$ cat src/rtl/vrt_pkg.sv
package vrt_pkg;

  // Strobes from the decode logic to the register datapath.
  typedef struct packed {
    logic hStep;     // pixel counter advances
    logic hWrap;     // pixel counter returns to zero, line ends
    logic vWrap;     // line counter returns to zero, frame ends
    logic hSyncSet;  // next pixel enters horizontal sync
    logic hSyncClr;  // next pixel leaves horizontal sync
    logic vSyncSet;  // next line enters vertical sync
    logic vSyncClr;  // next line leaves vertical sync
    logic hActClr;   // next pixel leaves visible area
    logic vActClr;   // next line leaves visible area
  } vrtStrobes_t;

endpackage

$ cat src/rtl/vrt_axis_ctr.sv
module vrt_axis_ctr #(
  parameter int W = 9
) (
  input  logic         clk,
  input  logic         rst,
  input  logic         step,
  input  logic         wrap,
  output logic [W-1:0] cnt
);

  always_ff @(posedge clk) begin
    if (rst)       cnt <= '0;
    else if (step) cnt <= wrap ? '0 : cnt + W'(1);
  end

endmodule

$ cat src/rtl/vrt_sr_flag.sv
module vrt_sr_flag #(
  parameter bit INIT = 1'b0
) (
  input  logic clk,
  input  logic rst,
  input  logic set,
  input  logic clr,
  output logic q
);

  always_ff @(posedge clk) begin
    if (rst)      q <= INIT;
    else if (set) q <= 1'b1;
    else if (clr) q <= 1'b0;
  end

endmodule

$ cat src/rtl/vrt_ctrl.sv
module vrt_ctrl
  import vrt_pkg::*;
#(
  parameter int H_ACTIVE     = 200,
  parameter int H_SYNC_START = 210,
  parameter int H_SYNC_END   = 242,
  parameter int H_TOTAL      = 264,
  parameter int V_ACTIVE     = 600,
  parameter int V_SYNC_START = 601,
  parameter int V_SYNC_END   = 605,
  parameter int V_TOTAL      = 628,
  localparam int HW = $clog2(H_TOTAL),
  localparam int VW = $clog2(V_TOTAL)
) (
  input  logic          pixEn,
  input  logic [HW-1:0] hCount,
  input  logic [VW-1:0] vCount,
  output vrtStrobes_t   strb
);

  // Every decode looks one count ahead, so registered flags line up with the counts.
  localparam logic [HW-1:0] H_LAST     = HW'(H_TOTAL - 1);
  localparam logic [HW-1:0] H_ACT_LAST = HW'(H_ACTIVE - 1);
  localparam logic [HW-1:0] H_PRE_SYNC = HW'(H_SYNC_START - 1);
  localparam logic [HW-1:0] H_PRE_END  = HW'(H_SYNC_END - 1);
  localparam logic [VW-1:0] V_LAST     = VW'(V_TOTAL - 1);
  localparam logic [VW-1:0] V_ACT_LAST = VW'(V_ACTIVE - 1);
  localparam logic [VW-1:0] V_PRE_SYNC = VW'(V_SYNC_START - 1);
  localparam logic [VW-1:0] V_PRE_END  = VW'(V_SYNC_END - 1);

  logic lineEnd;

  always_comb begin
    lineEnd       = pixEn && (hCount == H_LAST);
    strb.hStep    = pixEn;
    strb.hWrap    = lineEnd;
    strb.vWrap    = lineEnd && (vCount == V_LAST);
    strb.hSyncSet = pixEn && (hCount == H_PRE_SYNC);
    strb.hSyncClr = pixEn && (hCount == H_PRE_END);
    strb.hActClr  = pixEn && (hCount == H_ACT_LAST);
    strb.vSyncSet = lineEnd && (vCount == V_PRE_SYNC);
    strb.vSyncClr = lineEnd && (vCount == V_PRE_END);
    strb.vActClr  = lineEnd && (vCount == V_ACT_LAST);
  end

endmodule

$ cat src/rtl/vrt_datapath.sv
module vrt_datapath
  import vrt_pkg::*;
#(
  parameter int H_TOTAL = 264,
  parameter int V_TOTAL = 628,
  localparam int HW = $clog2(H_TOTAL),
  localparam int VW = $clog2(V_TOTAL),
  localparam int NFLAG = 4
) (
  input  logic          clk,
  input  logic          rst,
  input  vrtStrobes_t   strb,
  output logic [HW-1:0] hCount,
  output logic [VW-1:0] vCount,
  output logic          hSyncN,
  output logic          vSyncN,
  output logic          displayEnable
);

  // Flag order: 0 hSync, 1 vSync, 2 hActive, 3 vActive
  localparam logic [NFLAG-1:0] FLAG_INIT = 4'b1100;

  logic [NFLAG-1:0] flagSet;
  logic [NFLAG-1:0] flagClr;
  logic [NFLAG-1:0] flagQ;

  assign flagSet = {strb.vWrap,   strb.hWrap,   strb.vSyncSet, strb.hSyncSet};
  assign flagClr = {strb.vActClr, strb.hActClr, strb.vSyncClr, strb.hSyncClr};

  vrt_axis_ctr #(.W(HW)) u_hCtr (
    .clk (clk),
    .rst (rst),
    .step(strb.hStep),
    .wrap(strb.hWrap),
    .cnt (hCount)
  );

  vrt_axis_ctr #(.W(VW)) u_vCtr (
    .clk (clk),
    .rst (rst),
    .step(strb.hWrap),
    .wrap(strb.vWrap),
    .cnt (vCount)
  );

  for (genvar i = 0; i < NFLAG; i++) begin : g_flag
    vrt_sr_flag #(.INIT(FLAG_INIT[i])) u_flag (
      .clk(clk),
      .rst(rst),
      .set(flagSet[i]),
      .clr(flagClr[i]),
      .q  (flagQ[i])
    );
  end

  assign hSyncN        = ~flagQ[0];
  assign vSyncN        = ~flagQ[1];
  assign displayEnable = flagQ[2] & flagQ[3];

endmodule

$ cat src/rtl/vid_raster_timer.sv
module vid_raster_timer
  import vrt_pkg::*;
#(
  parameter int H_ACTIVE     = 200,
  parameter int H_SYNC_START = 210,
  parameter int H_SYNC_END   = 242,
  parameter int H_TOTAL      = 264,
  parameter int V_ACTIVE     = 600,
  parameter int V_SYNC_START = 601,
  parameter int V_SYNC_END   = 605,
  parameter int V_TOTAL      = 628,
  localparam int HW = $clog2(H_TOTAL),
  localparam int VW = $clog2(V_TOTAL)
) (
  input  logic          clk,
  input  logic          rst,
  input  logic          pixEn,
  output logic [HW-1:0] hCount,
  output logic [VW-1:0] vCount,
  output logic          hSyncN,
  output logic          vSyncN,
  output logic          displayEnable,
  output logic          frameEnd
);

  vrtStrobes_t strb;

  vrt_ctrl #(
    .H_ACTIVE(H_ACTIVE), .H_SYNC_START(H_SYNC_START), .H_SYNC_END(H_SYNC_END), .H_TOTAL(H_TOTAL),
    .V_ACTIVE(V_ACTIVE), .V_SYNC_START(V_SYNC_START), .V_SYNC_END(V_SYNC_END), .V_TOTAL(V_TOTAL)
  ) u_ctrl (
    .pixEn (pixEn),
    .hCount(hCount),
    .vCount(vCount),
    .strb  (strb)
  );

  vrt_datapath #(.H_TOTAL(H_TOTAL), .V_TOTAL(V_TOTAL)) u_dp (
    .clk          (clk),
    .rst          (rst),
    .strb         (strb),
    .hCount       (hCount),
    .vCount       (vCount),
    .hSyncN       (hSyncN),
    .vSyncN       (vSyncN),
    .displayEnable(displayEnable)
  );

  assign frameEnd = strb.vWrap & ~rst;

endmodule

$ cat config.mk
export PLATFORM = sky130hd
export DESIGN_NAME = vid_raster_timer
export DESIGN_NICKNAME = d
export VERILOG_FILES = /design/src/rtl/vrt_pkg.sv /design/src/rtl/vrt_axis_ctr.sv /design/src/rtl/vrt_sr_flag.sv /design/src/rtl/vrt_ctrl.sv /design/src/rtl/vrt_datapath.sv /design/src/rtl/vid_raster_timer.sv
export SDC_FILE = /design/constraint.sdc
export NUM_CORES = 1
export LEC_CHECK = 0
export CELL_PAD_IN_SITES_DETAIL_PLACEMENT = 2
export CELL_PAD_IN_SITES_GLOBAL_PLACEMENT = 2
export CORE_ASPECT_RATIO = 1.5
export CORE_MARGIN = 3
export CORE_UTILIZATION = 31
export DETAILED_ROUTE_END_ITERATION = 8
export PLACE_DENSITY_LB_ADDON = 0.1
export REMOVE_ABC_BUFFERS = 1
export SKIP_LAST_GASP = 1
export SLEW_MARGIN = 0
export SYNTH_ARGS = -nofsm -noshare
export SYNTH_HDL_FRONTEND = slang
export SYNTH_SLANG_ARGS = --single-unit
$ cat constraint.sdc
create_clock -name clk -period 3.4 [get_ports clk]
set_input_delay 0.68 -clock clk [delete_from_list [all_inputs] [get_ports clk]]
set_output_delay 0.68 -clock clk [all_outputs]
set_load 0.02 [all_outputs]
=== Word-level counts from Yosys, hierarchy flattened ===
Cells that the tools add are included.
W data, S select, Z words.

* $add $sub $neg: 2
* Equality and inequality tests: 8
* Multiplexer cells: 6
* Bitwise logic cells: 5
* Reduce and logical (&&, ||, !) cells: 12

{| class="wikitable"
|+ Operators with widths
! kind !! number
|-
| $eq A10 B10 Y1 const B || 4
|-
| $eq A9 B8 Y1 const B || 3
|-
| $add A10 B1 Y10 const B || 1
|-
| $mux W10 || 1
|-
| $add A9 B1 Y9 const B || 1
|-
| $eq A9 B9 Y1 const B || 1
|-
| $mux W9 || 1
|-
| $logic_and A1 B1 Y1 || 8
|-
| $mux W1 || 4
|-
| $reduce_bool A2 Y1 || 2
|-
| $reduce_or A2 Y1 || 2
|-
| $not A1 Y1 || 3
|-
| $and A1 B1 Y1 || 2
|}

* Register bits after elaboration: 23
* Bits of input ports: 3

=== Logic depth before layout (Yosys ltp) ===
Gate-level depths: netlist of run 1.

* Word-level depth: 5
* Mapped depth: 6
* Gate-level depth less buffers: 6

=== Hierarchy ===
A second synthesis of run 1 with hierarchy kept.

* Cell total of the unflattened synthesis: 144
* Area total of the unflattened synthesis: 1234.9 um2

{| class="wikitable"
|+ Modules (own cells, without submodules)
! module !! instances !! cells each !! area each (um2) !! sequential area each (um2)
|-
| vrt_axis_ctr (u_dp.u_vCtr) || 1 || 51 || 462.9 || 200.2
|-
| vrt_axis_ctr (u_dp.u_hCtr) || 1 || 44 || 395.4 || 180.2
|-
| vrt_ctrl || 1 || 29 || 206.4 || 0.0
|-
| vrt_sr_flag (u_dp.g_flag[0].u_flag ...) || 2 || 4 || 38.8 || 20.0
|-
| vrt_sr_flag (u_dp.g_flag[2].u_flag ...) || 2 || 4 || 32.5 || 20.0
|-
| vid_raster_timer || 1 || 1 || 13.8 || 0.0
|-
| vrt_datapath || 1 || 3 || 13.8 || 0.0
|}

=== Least setup slack after synthesis of run 1 ===
OpenSTA, ideal clock, no wires.

* Kind: input port to output port
* Start point: input pixEn
* End point: output frameEnd
* Arrival: 2166 ps
* Setup slack: 554 ps
* Stages on the path: 5
* Path through: buf_2 -> nor4bb_1 -> nand3_1 -> clkbuf_1 -> nor4_1

* Cells in the longest elaborated chain, start to end: 3

{| class="wikitable"
|+ Ends and longest elaborated chain
! item !! line !! text
|-
| from (decl) || vid_raster_timer.sv:17 || <nowiki>input logic pixEn,</nowiki>
|-
| $logic_and A1 B1 Y1 || vrt_ctrl.sv:34 || <nowiki>lineEnd = pixEn && (hCount == H_LAST);</nowiki>
|-
| $logic_and A1 B1 Y1 || vrt_ctrl.sv:37 || <nowiki>strb.vWrap = lineEnd && (vCount == V_LAST);</nowiki>
|-
| $and A1 B1 Y1 || vid_raster_timer.sv:49 || <nowiki>assign frameEnd = strb.vWrap & ~rst;</nowiki>
|-
| to (decl) || vid_raster_timer.sv:23 || <nowiki>output logic frameEnd</nowiki>
|}

No other way between the ends.

=== Final worst setup path of run 1 ===
Same ends and word-level chain as after synthesis.

==> Implementation_results.wiki, run 1 <==
{| class="wikitable"
! Metric !! Value
|-
| # diodes || 0
|-
| Slowest Stage Delay on Critical Path || roughly 650 ps
|-
| Period utilization || between 90 and 100%
|-
| Floorplan row count || 26
|-
| Die area || 4600 um2
|-
| Count of buffers from port buffering || 25
|-
| Worst VDD drop || approximately 170 uV
|-
| Crit Path Class || in2out
|-
| Outcome || complete, no violations
|-
| Leakage power figure || between 0.4 and 0.5 nW
|-
| Overflow left after global routing || 0
|-
| Cell depth of the worst min-delay path || 2
|-
| Proportion of synthesized chip area in sequential cells || just under 40%
|-
| Share of the core filled with cells || 43.6%
|-
| Total Wirelength || 3550 um
|-
| Net count, final || 176
|-
| Power density cells || around 310 nW/um2
|-
| Largest net degree at the start of global routing || 13
|-
| Cell with the largest stage delay on the worst path || sky130_fd_sc_hd__clkdlybuf4s50_1
|-
| CTS clock-pin slew for the worst setup and hold paths || 90 ps
|-
| Max Transition Viols Final || 0
|-
| Share of total power in the clock network || 36.0%
|-
| Quantity of gates resized following cts || 0
|-
| Net switching fraction of the power || between 20% and 30%
|-
| Final sum of negative setup slack || 0 ps
|-
| Pint || around 0.00037 W
|-
| Distinct cell type count after synthesis || 35
|-
| Highest net fanout along the worst path || 2
|-
| Register bit count reported by yosys || 23
|-
| Max-Cap Viols || 0
|-
| Number of clock sinks seen by CTS || 23
|-
| First-pass GRT wire length || roughly 6200 um
|-
| Fraction of layout cells with a size suffix above 1 || 7.14%
|-
| CP required || ~2700 ps
|-
| Starting density of the core || approximately a third
|-
| Remaining number of nets flagged by the antenna check after routing || 0
|-
| Net switching power of the design || ~0.00011 W
|-
| Arrival time of the worst setup path || about 2600 ps
|-
| Max-Slew Margin vs Limit || a little under three fifths
|-
| Area of the core region || roughly 3500 um2
|-
| CTS HTree Levels || 1
|-
| Final hold vios || 0
|-
| Number of cells on the worst reg-to-reg path || 5
|-
| Kind of cell adding the most delay to the critical path || buffers and inverters
|-
| Yosys Warn Count || 0
|-
| Quantity of hold-fixing buffers added after cts || 0
|-
| Number of top-level design ports || 26
|-
| Post-layout min period || 3250 ps
|-
| Clock Skew || 4.13 ps
|-
| Area grow syn2layout || 30.9%
|-
| Setup repair after global routing missed its margin || false
|-
| Crit start category || input pin
|-
| Drc violations || 0
|-
| Vias in the first global route || ~1300
|-
| Die boundary width || between 50 and 60 um
|-
| CP Buf/Inv Count || 2
|-
| CTS tree || yes
|-
| Combinational share of power || around 7.6%
|-
| DR iter-0 viols || 11
|-
| Die height || 81.6 um
|-
| Total number of vias || around 1100
|-
| Routability congestion estimate || 0.760
|-
| Most Frequent Cell on Critical Path || sky130_fd_sc_hd__clkdlybuf4s50_1
|-
| CP Depth || 5
|-
| Global Route Usage Sum || around 17%
|-
| Highest clock frequency the design can meet || 308 MHz
|-
| Synthesized area || 1180 um2
|-
| Post-CTS setup buffer count || 0
|-
| Instance count of the mapped netlist || approximately 140
|-
| Average wire per cell in the routed design || 16.9 um
|-
| Clock Latency Late Sink || ~260 ps
|-
| Number of antenna violations at the first check in global routing || 0
|-
| Final setup violating endpoints || 0
|-
| Clock Root Buffer || sky130_fd_sc_hd__clkbuf_8
|-
| # fillers || 410
|-
| Clock tree buffer depth || 2
|-
| Actual slew at the worst max-slew pin || 668 ps
|-
| Critical path, cell by cell || clkdlybuf4s50_1, nor4bb_1, nand3_1, nor4_1, clkdlybuf4s50_1
|-
| Vias per Instance || ~5.4
|-
| Sort of element at the end of the critical path || output port
|-
| Final HPWL from detailed placement || 2820 um
|-
| Total CTS buffers || 3
|-
| Post-Synthesis Mean Instance Area || ~8.5 um2
|-
| Reg power frac || a little under three fifths
|-
| Drt pass-1 iters || 4
|-
| Hold/Removal Path Class || reg2reg
|}
## power by group through the flow
stage,clock network (W),logic [W],registers [W]
3_5_place_dp,0,0.0000375,0.000280
5_1_grt,0.000194,0.0000408,0.000274
3_3_place_gp,0,0.0000362,0.000279
6_report,0.000174,0.0000367,0.000273
4_1_cts,0.000181,0.0000378,0.000274
2_1_floorplan,0,0.0000108,0.000285
## metal layers
metal	global-route usage [%]	routed length [um]
met1	18.7	1440
met2	33.3	1960
met3	2.20	100
met4	5.94	52
met5	0	0
## final timing paths
path	start	end	slack [ps]
max	pixEn	frameEnd	150
min	u_dp.g_flag[1].u_flag.q$_SDFFE_PP0P_	u_dp.g_flag[1].u_flag.q$_SDFFE_PP0P_	470
max reg2reg	u_dp.u_vCtr.cnt[0]$_SDFFE_PP0N_	u_dp.u_vCtr.cnt[5]$_SDFFE_PP0N_	1330
min reg2reg	u_dp.g_flag[1].u_flag.q$_SDFFE_PP0P_	u_dp.g_flag[1].u_flag.q$_SDFFE_PP0P_	470
## final cells by class
| type | count | area (um2) | area share (%) |
|---|---|---|---|
| Multi-Input combinational cell | 104 | 674 | 43.6 |
| Sequential cell | 23 | 460 | 29.8 |
| Timing Repair Buffer | 30 | 288 | 18.6 |
| Tap cell | 42 | 52.6 | 3.40 |
| Clock buffer | 4 | 45.0 | 2.91 |
| Inverter | 7 | 26.3 | 1.70 |
## layout by cell type, fill, tap and decap left out, drive strengths merged, types with 3 or more instances in the layout
cell type      netlist  layout
ha                   4       4
inv                  7       7
nand4                4       4
xnor2                6       6
nor4                 3       3
clkbuf               4       4
or4                  6       6
nand2b               5       5
xor2                 5       5
dfxtp               23      23
clkdlybuf4s50        0      25
buf                  1       5
o31ai                5       5
nor3                 5       5
nand3                8       8
nor2                15      15
a21oi                8       8
nand2               10      10
## metrics by stage
stage          std cells  worst slack (ps)  total power [W]  area (um2)  hold slack (ps)
5_1_grt              210              89.4         0.000509        1550              510
6_report             210               153         0.000484        1550              469
3_5_place_dp         206               130         0.000317        1500              464
4_1_cts              210               150         0.000492        1550              477
2_1_floorplan        134               749         0.000295        1160              434
3_3_place_gp         206               153         0.000316        1500              443
## Yosys cell counts, drive strengths merged
cell     number  share of area, %
dfxtp        23                39
nor2         15               4.8
nand2        10               3.2
a21oi         8               3.4
nand3         8               3.4
inv           7               2.2
or4           6               4.1
xnor2         6               4.4
nand2b        5               2.6
nor3          5               2.1
o31ai         5               3.2
xor2          5               3.7
clkbuf        4               1.3
ha            4               4.2
nand4         4               2.1
nor4          3               1.6
mux2i         2               1.7
nand3b        2               1.3
nand4bb       2               2.3
or3           2               1.1
a211oi        1              0.64
a21o          1              0.64
and2          1              0.53
and4          1              0.74
buf           1              0.42
nand4b        1              0.74
nor2b         1              0.53
nor3b         1              0.64
nor4bb        1              0.85
o21ai         1              0.42
o21bai        1              0.64
or2           1              0.53
or3b          1              0.95
## sequential cells by signal, indices dropped and copies added (netlist names)
name	count
u_dp.u_vCtr.cnt	10
u_dp.g_flag.u_flag.q	4
u_dp.u_hCtr.cnt	9
## logic make-up (layout without fill, tap and decap cells)
group	Yosys count	count (layout)	synth area share, %
fa+ha+maj	4	4	4.24
xor+xnor	11	11	8.16
compound gates	17	17	8.90
mux	2	2	1.69
buf+inv	12	41	3.92
simple gates	70	70	34.1
flops	23	23	39.0
## worst register-to-register path, cell delays in order (launching register included)
cell,delay [ps]
sky130_fd_sc_hd__dfxtp_1,420
sky130_fd_sc_hd__ha_1,280
sky130_fd_sc_hd__nand3b_1,90
sky130_fd_sc_hd__or4_1,450
sky130_fd_sc_hd__o21bai_1,560
sky130_fd_sc_hd__a21oi_1,110
Power figures use the tool's default switching activity.
==> run 2, diff against run 1 <==
clock period = 3.8 ns   (was 3.4 ns; I/O delays follow)
==> Implementation_results.wiki, run 2 (synthesized netlist as in run 1, its figures left out) <==
{| class="wikitable"
! Metric !! Value
|-
| Highest clock frequency the design can meet || 290 MHz
|-
| Most common cell after layout, fill and taps aside || sky130_fd_sc_hd__clkdlybuf4s50_1
|-
| First-pass GRT wire length || 6000 um
|-
| Number of flip-flops under the largest register name || 10
|-
| Die boundary width || 56.4 um
|-
| Largest net degree at the start of global routing || 13
|-
| Most Frequent Cell on Critical Path || sky130_fd_sc_hd__clkdlybuf4s50_1
|-
| Max Transition Viols Final || 0
|-
| Reg-to-reg startpoint || u_dp.u_hCtr.cnt[1]$_SDFFE_PP0P_
|-
| Leakage power figure || ~0.46 nW
|-
| Starting density of the core || 33.3%
|-
| Vias per Instance || about 5.5
|-
| Average wire per cell in the routed design || 16.9 um
|-
| Crit Path Class || in2out
|-
| Setup repair after global routing missed its margin || false
|-
| Area grow syn2layout || 29.0%
|-
| Routability congestion estimate || 0.696
|-
| # fillers || 412
|-
| Net switching fraction of the power || 23.4%
|-
| Worst min-delay path endpoint || u_dp.g_flag[3].u_flag.q$_SDFFE_PP1P_
|-
| Hold/Removal Path Class || reg2reg
|-
| Remaining number of nets flagged by the antenna check after routing || 0
|-
| Top library cells by usage in the layout, fill and taps aside || sky130_fd_sc_hd__clkdlybuf4s50_1, sky130_fd_sc_hd__dfxtp_1, sky130_fd_sc_hd__nor2_1
|-
| Highest net fanout along the worst path || 2
|-
| Register with the highest flop count || u_dp.u_vCtr.cnt
|-
| CP required || ~3000 ps
|-
| Die height || 81.6 um
|-
| Reg power frac || approximately 58%
|-
| Number of cells on the worst reg-to-reg path || 6
|-
| Arrival time of the worst setup path || 2690 ps
|-
| Count of buffers from port buffering || 25
|-
| Total number of vias || 1130
|-
| Final HPWL from detailed placement || approximately 2700 um
|-
| Placed Instances || just over 200
|-
| DR iter-0 viols || 27
|-
| Max-Cap Viols || 0
|-
| Period utilization || 90.7%
|-
| Quantity of gates resized following cts || 0
|-
| Global routing met3 resource utilization || 2.83%
|-
| Pint || 0.000329 W
|-
| Total CTS buffers || 3
|-
| Registers with the highest flip-flop counts || u_dp.u_vCtr.cnt: 10 flops, u_dp.u_hCtr.cnt: 9 flops, u_dp.g_flag.u_flag.q: 4 flops
|-
| Clock Skew || just under 8 ps
|-
| Critical path, cell by cell || clkdlybuf4s50_1, nor4bb_1, nand3_1, nor4_1, clkdlybuf4s50_1
|-
| Power density cells || 282 nW/um2
|-
| Met1 Track Usage GR || roughly 18%
|-
| Net switching power of the design || slightly above 0.0001 W
|-
| Fraction of layout cells with a size suffix above 1 || between 5 and 6%
|-
| Number of antenna violations at the first check in global routing || 0
|-
| CTS clock-pin slew for the worst setup and hold paths || ~90 ps
|-
| Combinational share of power || under 10%
|-
| Floorplan row count || 26
|-
| Outcome || complete, no violations
|-
| Final hold vios || 0
|-
| Cell with the largest stage delay on the worst path || sky130_fd_sc_hd__clkdlybuf4s50_1
|-
| Actual slew at the worst max-slew pin || roughly 650 ps
|-
| Register-to-register path setup slack || around 1600 ps
|-
| Clock Root Buffer || sky130_fd_sc_hd__clkbuf_8
|-
| CTS tree || yes
|-
| Area of the core region || 3550 um2
|-
| Final setup violating endpoints || 0
|-
| Number of top-level design ports || 26
|-
| # diodes || 0
|-
| Net count, final || approximately 170
|-
| Worst r2r dst || u_dp.u_vCtr.cnt[0]$_SDFFE_PP0N_
|-
| Drt pass-1 iters || 4
|-
| Most Used Layer, Global Route || met2
|-
| Hold path start || u_dp.g_flag[3].u_flag.q$_SDFFE_PP1P_
|-
| Max-Slew Margin vs Limit || between 50% and 60%
|-
| Worst VDD drop || approximately 160 uV
|-
| Crit start category || input pin
|-
| Clock tree buffer depth || 2
|-
| Quantity of hold-fixing buffers added after cts || 0
|-
| Total Wirelength || about 3500 um
|-
| Final sum of negative setup slack || 0 ps
|-
| Met2 Use GR || 32.7%
|-
| Drc violations || 0
|-
| Sort of element at the end of the critical path || output port
|-
| Cell depth of the worst min-delay path || 2
|-
| Share of total power in the clock network || 36.4%
|-
| Post-CTS setup buffer count || 0
|-
| Number of clock sinks seen by CTS || 23
|-
| Slowest Stage Delay on Critical Path || around 660 ps
|-
| Final cell count without fillers || 207
|-
| Clock Latency Late Sink || between 200 and 300 ps
|-
| Vias in the first global route || ~1200
|-
| CTS HTree Levels || 1
|-
| Post-layout min period || approximately 3400 ps
|-
| Overflow left after global routing || 0
|-
| Die area || 4600 um2
|-
| Global Route Usage Sum || approximately 17%
|}
run 2: cell count changes in the layout (fill, tap and decap cells not counted):
cell / change
sky130_fd_sc_hd__buf_4: -3
run 2: metrics by stage:
stage               power [W]  hold WS [ps]  util (%)  area [um2]  worst slack, ps
finish               0.000430           483      43.0        1520              354
floorplan            0.000264           434         -        1160              989
detailed placement   0.000279           473      41.7        1480              363
global placement     0.000279           443      41.7        1480              407
global route         0.000448           505      43.0        1520              222
CTS                  0.000437           486      43.0        1520              354
run 2: worst max path at each step:
| stage | slack (ps) | startpoint | to | cells past startpoint |
|---|---|---|---|---|
| 6_report | 350 | pixEn | frameEnd | 5 |
| 5_1_grt | 220 | pixEn | frameEnd | 5 |
| 4_1_cts | 350 | pixEn | frameEnd | 5 |
| 3_5_place_dp | 360 | pixEn | frameEnd | 5 |
| 3_3_place_gp | 410 | pixEn | frameEnd | 5 |
| 2_1_floorplan | 990 | pixEn | frameEnd | 3 |
run 2: layout make-up:
cell class                 instances  area [um2]  share of cell area, %
multi-input combinational        104         674                   44.3
sequential                        23         460                   30.2
timing repair buffer              27         265                   17.4
tap                               42        52.6                   3.45
clock buffer                       4        45.0                   2.96
inverter                           7        26.3                   1.72
run 2: routing by layer:
metal,routed length (um),share of wire [%]
met1,1380,39
met2,1940,55
met3,119,3.4
met4,66,1.9
met5,0,0
run 2: critical path: cells and delay by family:
kind	cells	cell delay [ps]
and+or+nand+nor	3	790
buffers and inverters	2	1130
run 2: power groups by stage:
stage	sequential, W	combinational (W)	clock (W)
detailed placement	0.000254	0.0000256	0
global route	0.000249	0.0000284	0.000170
CTS	0.000248	0.0000262	0.000163
finish	0.000248	0.0000255	0.000157
global placement	0.000253	0.0000251	0
floorplan	0.000255	0.00000969	0
==> run 3, diff against run 2 <==
CORE_ASPECT_RATIO = 2   (was 1.5)
==> Implementation_results.wiki, run 3 (synthesized netlist as in run 1, its figures left out) <==
{| class="wikitable"
! Metric !! Value
|-
| Final HPWL from detailed placement || 2960 um
|-
| Global Route Usage Sum || around 18%
|-
| Number of clock sinks seen by CTS || 23
|-
| Max-Cap Viols || 0
|-
| Final hold vios || 0
|-
| Quantity of gates resized following cts || 0
|-
| Vias in the first global route || between 1000 and 1500
|-
| Number of flip-flops under the largest register name || 10
|-
| Highest net fanout along the worst path || 2
|-
| Actual slew at the worst max-slew pin || 688 ps
|-
| Period utilization || 90.8%
|-
| Post-layout min period || approximately 3400 ps
|-
| Global routing met3 resource utilization || a little over 2%
|-
| CTS clock-pin slew for the worst setup and hold paths || roughly 80 ps
|-
| Power density cells || 279 nW/um2
|-
| Number of antenna violations at the first check in global routing || 0
|-
| DR iter-0 viols || 10
|-
| CTS HTree Levels || 1
|-
| Crit Path Class || in2out
|-
| Remaining number of nets flagged by the antenna check after routing || 0
|-
| Total Wirelength || 3780 um
|-
| Clock Skew || 7.80 ps
|-
| Quantity of hold-fixing buffers added after cts || 0
|-
| Register with the highest flop count || u_dp.u_vCtr.cnt
|-
| # fillers || between 400 and 500
|-
| Clock tree buffer depth || 2
|-
| Placed Instances || 211
|-
| Total CTS buffers || 3
|-
| Clock Latency Late Sink || 270 ps
|-
| Vias per Instance || about 5.5
|-
| Max Transition Viols Final || 0
|-
| Arrival time of the worst setup path || roughly 2700 ps
|-
| Die boundary width || between 40 and 50 um
|-
| Max-Slew Margin vs Limit || a little over half
|-
| Floorplan row count || 31
|-
| Register area || ~460 um2
|-
| Most Used Layer, Global Route || met2
|-
| Drt pass-1 iters || 3
|-
| Cell depth of the worst min-delay path || 2
|-
| Net count, final || 174
|-
| Worst VDD drop || 143 uV
|-
| CP required || around 3000 ps
|-
| Met2 Use GR || between 30% and 40%
|-
| Die area || about 4600 um2
|-
| Setup repair after global routing missed its margin || false
|-
| Clock Root Buffer || sky130_fd_sc_hd__clkbuf_8
|-
| Largest net degree at the start of global routing || 13
|-
| Leakage power figure || approximately 0.47 nW
|-
| Area grow syn2layout || 30.4%
|-
| # diodes || 0
|-
| Number of cells on the worst reg-to-reg path || 6
|-
| Final sum of negative setup slack || 0 ps
|-
| Crit start category || input pin
|-
| Average wire per cell in the routed design || 17.6 um
|-
| Post-CTS setup buffer count || 0
|-
| Outcome || complete, no violations
|-
| Number of top-level design ports || 26
|-
| Starting density of the core || around a third
|-
| CTS tree || yes
|-
| Overflow left after global routing || 0
|-
| Highest clock frequency the design can meet || 290 MHz
|-
| Sort of element at the end of the critical path || output port
|-
| Area used by multi-input combinational logic || about 670 um2
|-
| Area of the core region || around 3600 um2
|-
| Met1 Track Usage GR || 15.7%
|-
| Die height || ~93 um
|-
| Final cell count without fillers || about 220
|-
| Top library cells by usage in the layout, fill and taps aside || sky130_fd_sc_hd__clkdlybuf4s50_1, sky130_fd_sc_hd__dfxtp_1, sky130_fd_sc_hd__nor2_1
|-
| Registers with the highest flip-flop counts || u_dp.u_vCtr.cnt: 10 flops, u_dp.u_hCtr.cnt: 9 flops, u_dp.g_flag.u_flag.q: 4 flops
|-
| Routability congestion estimate || between 0.7 and 0.8
|-
| Final setup violating endpoints || 0
|-
| Count of buffers from port buffering || 25
|-
| Drc violations || 0
|-
| Most common cell after layout, fill and taps aside || sky130_fd_sc_hd__clkdlybuf4s50_1
|-
| Total number of vias || about 1200
|-
| Fraction of layout cells with a size suffix above 1 || under 10%
|-
| Hold/Removal Path Class || reg2reg
|-
| First-pass GRT wire length || 6370 um
|}
==> run 3: where the power goes <==
group | switching, W | internal [W]
registers | 0.00000471 | 0.000243
logic | 0.0000145 | 0.0000122
clock network | 0.0000801 | 0.0000750
total | 0.0000993 | 0.000330
==> run 3: per-stage QoR <==
stage                     hold WS (ps)  area, um2  power [W]  util [%]  worst slack, ps
final                              469       1540   0.000429      42.2              351
after global routing               524       1540   0.000447      42.2              299
after CTS                          475       1540   0.000436      42.2              346
after detailed placement           461       1500   0.000280      41.0              378
after global placement             456       1500   0.000279      41.0              410
after floorplan                    434       1160   0.000264         -              989
==> run 3: path summary, 6_finish.rpt <==
check                                       startpoint                                    to  slack, ps
hold / removal    u_dp.g_flag[3].u_flag.q$_SDFFE_PP1P_  u_dp.g_flag[3].u_flag.q$_SDFFE_PP1P_        470
hold reg to reg   u_dp.g_flag[3].u_flag.q$_SDFFE_PP1P_  u_dp.g_flag[3].u_flag.q$_SDFFE_PP1P_        470
setup / recovery                                 pixEn                              frameEnd        350
setup reg to reg       u_dp.u_hCtr.cnt[0]$_SDFFE_PP0P_       u_dp.u_vCtr.cnt[2]$_SDFFE_PP0N_       1590
==> run 3: metal layers <==
metal / vias to the layer above / wire (um)
li1: 546 / -
met1: 601 / 1280
met2: 29 / 2270
met3: 9 / 118
met4: 0 / 112
met5: - / 0
==> run 3: critical path, cell delays in order <==
cell and delay [ps]:
sky130_fd_sc_hd__clkdlybuf4s50_1 470, sky130_fd_sc_hd__nor4bb_1 370, sky130_fd_sc_hd__nand3_1 180, sky130_fd_sc_hd__nor4_1 260, sky130_fd_sc_hd__clkdlybuf4s50_1 650
==> run 3: final cells by class <==
| cell class | count | share of cell area [%] |
|---|---|---|
| timing repair buffer | 28 | 17.7 |
| multi-input combinational | 104 | 43.8 |
| tap | 49 | 3.98 |
| inverter | 7 | 1.71 |
| sequential | 23 | 29.9 |
| clock buffer | 4 | 2.92 |
